## config.mk

```make
export PLATFORM = sky130hd
export DESIGN_NAME = phy_ifctl_reg
export DESIGN_NICKNAME = d
export VERILOG_FILES = /design/src/rtl/ifctl_pkg.sv /design/src/rtl/ifctl_decode.sv /design/src/rtl/ifctl_store.sv /design/src/rtl/ifctl_outputs.sv /design/src/rtl/phy_ifctl_reg.sv
export SDC_FILE = /design/constraint.sdc
export NUM_CORES = 1
export LEC_CHECK = 0
export CORE_UTILIZATION = 42
export DETAILED_ROUTE_END_ITERATION = 10
export PLACE_DENSITY = 0.84
export SLEW_MARGIN = 20
export SYNTH_ARGS = -nofsm -noshare
export SYNTH_HDL_FRONTEND = slang
export SYNTH_HIERARCHICAL = 1
export SYNTH_SLANG_ARGS = --single-unit
```

## constraint.sdc

```tcl
create_clock -name clk -period 2.45 [get_ports clk]
set_input_delay 0.245 -clock clk [delete_from_list [all_inputs] [get_ports clk]]
set_output_delay 0.245 -clock clk [all_outputs]
set_load 0.01 [all_outputs]
```

## src/rtl/ifctl_pkg.sv

```systemverilog
package ifctl_pkg;
   typedef enum logic [1:0] {
      OP_NONE = 2'd0,
      OP_LOAD = 2'd1,
      OP_SET  = 2'd2,
      OP_CLR  = 2'd3
   } ifctl_op_e;

   localparam int BIT_PROT_DIS = 7;
   localparam int BIT_PASSTHRU = 6;
   localparam int BIT_INVERT   = 5;
   localparam int BIT_CLK_KEEP = 3;
   localparam int BIT_SER3     = 1;
   localparam int BIT_SER6     = 0;
   localparam logic [7:0] RSVD_MASK = 8'h14;
endpackage

```

## src/rtl/ifctl_decode.sv

```systemverilog
module ifctl_decode
   import ifctl_pkg::*;
#(
   parameter int ADDR_W = 6,
   parameter logic [ADDR_W-1:0] A_LOAD = 7,
   parameter logic [ADDR_W-1:0] A_SET  = 8,
   parameter logic [ADDR_W-1:0] A_CLR  = 9
) (
   input  logic              acc_valid,
   input  logic              acc_write,
   input  logic [ADDR_W-1:0] acc_addr,
   output ifctl_op_e         op,
   output logic              rd_hit
);
   logic hit_load, hit_set, hit_clr, hit_any;

   assign hit_load = (acc_addr == A_LOAD);
   assign hit_set  = (acc_addr == A_SET);
   assign hit_clr  = (acc_addr == A_CLR);
   assign hit_any  = hit_load | hit_set | hit_clr;

   always_comb begin
      op = OP_NONE;
      if (acc_valid && acc_write) begin
         if (hit_load)     op = OP_LOAD;
         else if (hit_set) op = OP_SET;
         else if (hit_clr) op = OP_CLR;
      end
   end

   assign rd_hit = acc_valid & ~acc_write & hit_any;
endmodule

```

## src/rtl/ifctl_store.sv

```systemverilog
module ifctl_store
   import ifctl_pkg::*;
#(
   parameter int DATA_W = 8,
   parameter logic [DATA_W-1:0] RSVD = '0
) (
   input  logic              clk,
   input  logic              rst_n,
   input  ifctl_op_e         op,
   input  logic [DATA_W-1:0] wdata,
   input  logic [DATA_W-1:0] hw_clr,
   output logic [DATA_W-1:0] word_q
);
   for (genvar i = 0; i < DATA_W; i++) begin : g_bit
      if (RSVD[i]) begin : g_rsvd
         assign word_q[i] = 1'b0;
      end else begin : g_live
         logic nxt;
         always_comb begin
            unique case (op)
               OP_LOAD: nxt = wdata[i];
               OP_SET:  nxt = word_q[i] | wdata[i];
               OP_CLR:  nxt = word_q[i] & ~wdata[i];
               default: nxt = word_q[i];
            endcase
            if (hw_clr[i]) nxt = 1'b0;
         end
         always_ff @(posedge clk or negedge rst_n) begin
            if (!rst_n) word_q[i] <= 1'b0;
            else        word_q[i] <= nxt;
         end
      end
   end
endmodule

```

## src/rtl/ifctl_outputs.sv

```systemverilog
module ifctl_outputs #(
   parameter bit FAULT_REG = 1'b0
) (
   input  logic clk,
   input  logic rst_n,
   input  logic prot_dis,
   input  logic invert,
   input  logic clk_keep_n,
   input  logic ser3,
   input  logic ser6,
   input  logic phy_active,
   input  logic fault_in,
   input  logic stp_in,
   output logic fault_out,
   output logic clk_power,
   output logic stp_pullup_en,
   output logic data_pulldown_en
);
   logic serial_on, gate_on, fault_nxt;

   assign serial_on = ser3 | ser6;
   assign gate_on   = serial_on & phy_active;
   assign clk_power = gate_on ? clk_keep_n : 1'b1;

   assign stp_pullup_en    = ~prot_dis;
   assign data_pulldown_en = ~prot_dis & stp_in;

   assign fault_nxt = fault_in ^ invert;

   if (FAULT_REG) begin : g_fault_reg
      always_ff @(posedge clk or negedge rst_n) begin
         if (!rst_n) fault_out <= 1'b0;
         else        fault_out <= fault_nxt;
      end
   end else begin : g_fault_comb
      assign fault_out = fault_nxt;
   end
endmodule

```

## src/rtl/phy_ifctl_reg.sv

```systemverilog
module phy_ifctl_reg
   import ifctl_pkg::*;
#(
   parameter int ADDR_W = 6,
   parameter int DATA_W = 8,
   parameter logic [ADDR_W-1:0] A_LOAD = 7,
   parameter logic [ADDR_W-1:0] A_SET  = 8,
   parameter logic [ADDR_W-1:0] A_CLR  = 9,
   parameter bit FAULT_REG = 1'b0
) (
   input  logic              clk,
   input  logic              rst_n,
   input  logic              acc_valid,
   input  logic              acc_write,
   input  logic [ADDR_W-1:0] acc_addr,
   input  logic [DATA_W-1:0] acc_wdata,
   output logic [DATA_W-1:0] rd_data,
   output logic              rd_valid,
   input  logic              exit_3pin,
   input  logic              exit_6pin,
   input  logic              phy_active,
   input  logic              fault_in,
   output logic              fault_out,
   input  logic              stp_in,
   output logic              prot_dis,
   output logic              ind_passthru,
   output logic              ind_invert,
   output logic              clk_keep_n,
   output logic              ser3_en,
   output logic              ser6_en,
   output logic              clk_power,
   output logic              stp_pullup_en,
   output logic              data_pulldown_en
);
   localparam int MAX_ADDR = (1 << ADDR_W) - 1;

   if (DATA_W != 8) begin : g_bad_width
      $error("phy_ifctl_reg: DATA_W must be 8");
   end
   if (A_LOAD == A_SET || A_LOAD == A_CLR || A_SET == A_CLR) begin : g_bad_alias
      $error("phy_ifctl_reg: alias addresses must differ");
   end
   if (int'(A_CLR) > MAX_ADDR) begin : g_bad_addr
      $error("phy_ifctl_reg: address out of range");
   end

   ifctl_op_e         op;
   logic              rd_hit;
   logic [DATA_W-1:0] hw_clr;
   logic [DATA_W-1:0] word_q;

   ifctl_decode #(
      .ADDR_W(ADDR_W), .A_LOAD(A_LOAD), .A_SET(A_SET), .A_CLR(A_CLR)
   ) u_dec (
      .acc_valid(acc_valid), .acc_write(acc_write), .acc_addr(acc_addr),
      .op(op), .rd_hit(rd_hit)
   );

   always_comb begin
      hw_clr = '0;
      hw_clr[BIT_SER3] = exit_3pin;
      hw_clr[BIT_SER6] = exit_6pin;
   end

   ifctl_store #(
      .DATA_W(DATA_W), .RSVD(RSVD_MASK)
   ) u_store (
      .clk(clk), .rst_n(rst_n), .op(op), .wdata(acc_wdata),
      .hw_clr(hw_clr), .word_q(word_q)
   );

   always_ff @(posedge clk or negedge rst_n) begin
      if (!rst_n) begin
         rd_valid <= 1'b0;
         rd_data  <= '0;
      end else begin
         rd_valid <= rd_hit;
         if (rd_hit) rd_data <= word_q;
      end
   end

   assign prot_dis     = word_q[BIT_PROT_DIS];
   assign ind_passthru = word_q[BIT_PASSTHRU];
   assign ind_invert   = word_q[BIT_INVERT];
   assign clk_keep_n   = word_q[BIT_CLK_KEEP];
   assign ser3_en      = word_q[BIT_SER3];
   assign ser6_en      = word_q[BIT_SER6];

   ifctl_outputs #(.FAULT_REG(FAULT_REG)) u_out (
      .clk(clk), .rst_n(rst_n),
      .prot_dis(prot_dis), .invert(ind_invert), .clk_keep_n(clk_keep_n),
      .ser3(ser3_en), .ser6(ser6_en), .phy_active(phy_active),
      .fault_in(fault_in), .stp_in(stp_in),
      .fault_out(fault_out), .clk_power(clk_power),
      .stp_pullup_en(stp_pullup_en), .data_pulldown_en(data_pulldown_en)
   );
endmodule

```

==> run metrics <==
status complete, no violations; routed len/inst around 14 um; slowest stage cell, crit path clkdlybuf4s50_1; final worst-path cycle share between 90% and 100%; top_reg_cell synth dfrtp_1; H-tree Lvls 1; Leak 0.000544 uW; cell area after synthesis about 830 um2; layout cell share with drive strength beyond 1 19.0%; Synth area leaders dfrtp_1, mux2_4, o32ai_1; initial antenna violation count 0; slew at the pin closest to its max-slew limit 649 ps; drt total wl 2040 um; hold buffers post-CTS 0; Antenna diodes 0; CP Cell Sequence clkdlybuf4s50_1 > or3b_1 > a211oi_2 > inv_1 > ha_1 > or2_1 > o32ai_1 > a2111oi_2; area of the core around 1800 um2; WP data required ~2600 ps; Min-Delay Path Class input pin to asynchronous set/reset pin; number of flops mapped to enable cells by yosys 0; number of fill cells 143; Yosys reg bits 15; mean post-synth cell area 12.4 um2; DR pass1 iterations 4; routed via count approximately 750; synthesis-to-layout area growth 57.5%; clk_lat worst skew around 270 ps; Post-Syn Instances 67; Worst setup EP type register; Vias/cell 5.30; die height between 40 and 50 um; final hold violation count 0; Antenna Nets Post-Route 0; io pins 42; Num CTS Buffers 3; # DRC 0; endpoints failing setup 0; MaxCap Viol Count 0; vias in the first global route between 700 and 800; top cell type's share of synthesized area approximately 45%; CP Max Fanout 6; P per Cell Area 375 nW/um2; Critical path buffers and inverters 2; max frequency 425 MHz; Rows 15; Crit path max-delay family compound AO/OA/AOI/OAI gates; DIE WIDTH about 47 um; global route overflow 0; Final WS setup 96.0 ps; Worst setup SP type input pin; Power Total 492 uW; Resized cells post-CTS 0; Max Slew Vio Count 0; WP data arrival 2490 ps; largest net degree at the start of global routing 16; DP Worst Slack -200 ps; synth warn 6; All-Layer GR Usage 20.1%; Reg clk slew, reported paths 80 ps; slew margin rel. 56.6%; Starting Density a little under half; VDD IR max 0.234 mV; Commonest cells post-synth dfrtp_1, mux2_4, nor2_1; largest area contributor in the netlist dfrtp_1; die area 2170 um2; final hold slack 363 ps; fraction of registers with async set/reset between 90% and 100%; first-pass GRT wire length 3060 um; DP Area 1280 um2; Iteration-0 DRC Markers 16; clock sink total 15; port bufs 39; DPL Wire Length 1630 um; Nets 142; register area share after synthesis 45.0%; RSZ-0062 raised after global routing no; Min Clock Period, post-route ~2400 ps; most frequent cell after synthesis dfrtp_1; count of different cell masters after synthesis 23; Max clock buf depth 2; max incr delay on CP 470 ps; Finished Cell Area between 1000 and 1500 um2; Crit Path Category input pin to register; CTS tree done; root buf cell clkbuf_4; routability cong. 0.744; buffer count from post-CTS setup fixing 0; Post-Route Skew 0.506 ps
==> layer usage <==
metal,global-route usage [%],share of wire (%),up-vias
li1,-,-,346
met1,22.2,38,366
met5,0,0,-
met4,10.0,1.9,0
met2,36.7,55,32
met3,2.75,4.5,4
==> worst register-to-register path, stage by stage, from the launching register on <==
cell	delay (ps)
dfrtp_1	430
o32ai_1	100
a2111oi_1	380
==> worst paths after layout <==
check	startpoint	to	slack, ps	cells past startpoint
hold reg to reg	rd_data[7]	rd_data[7]	530	1
max in group asynchronous	rst_n	rd_data[3]	1680	1
setup / recovery	acc_addr[3]	u_store/word_q[0]	100	8
setup reg to reg	u_store/word_q[7]	u_store/word_q[7]	1420	2
hold / removal	rst_n	rd_data[1]	360	1
min in group clk	exit_3pin	u_store/word_q[1]	510	2
==> power by group <==
part | leakage (uW) | switching, uW | internal (uW)
registers | 0.000208 | 4.76 | 254
logic | 0.000321 | 33.7 | 61.6
clock network | 0.0000150 | 74.9 | 63.1
==> final cells by class <==
cell class | count | area [um2] | area share [%]
clock buffer | 4 | 26.3 | 2.00
inverter | 4 | 15.0 | 1.14
multi-input combinational | 48 | 429 | 32.7
sequential | 15 | 375 | 28.6
tap | 25 | 31.3 | 2.38
timing repair buffer | 45 | 435 | 33.2
==> through the flow <==
stage	TNS (ps)	cells	util, %
2_1_floorplan	0	71	-
3_3_place_gp	-85.9	137	71.1
3_5_place_dp	-768	137	71.1
4_1_cts	0	141	72.6
5_1_grt	0	141	72.8
6_report	0	141	72.8
==> sequential cells by signal, indices dropped and copies added (netlist names) <==
signal / cells
rd_data: 8
u_store/word_q: 6
rd_valid: 1
==> layout by cell type, fill, tap and decap left out, types with 2 or more instances in the layout <==
| master | n |
|---|---|
| clkdlybuf4s50_1 | 39 |
| a2111oi_2 | 3 |
| ha_1 | 2 |
| buf_4 | 6 |
| dfrtp_1 | 15 |
| conb_1 | 6 |
| o32ai_1 | 6 |
| inv_1 | 4 |
| nor2_1 | 7 |
| nor2b_1 | 2 |
| mux2_4 | 8 |
| clkbuf_4 | 3 |
| a2111oi_1 | 3 |
==> cell families (layout without fill, tap and decap cells) <==
| group | Yosys count | after routing | synth area share, % |
|---|---|---|---|
| multiplexers | 8 | 8 | 14.4 |
| flip-flops | 15 | 15 | 45.0 |
| AND/OR/NAND/NOR | 16 | 16 | 12.0 |
| adder cells (fa/ha/maj) | 2 | 2 | 3.00 |
| AO/OA/AOI/OAI | 15 | 15 | 17.7 |
| buffers and inverters | 8 | 53 | 5.86 |
| XOR/XNOR | 1 | 1 | 1.05 |
| other | 2 | 6 | 0.901 |
(Power assumes the default switching activity.)
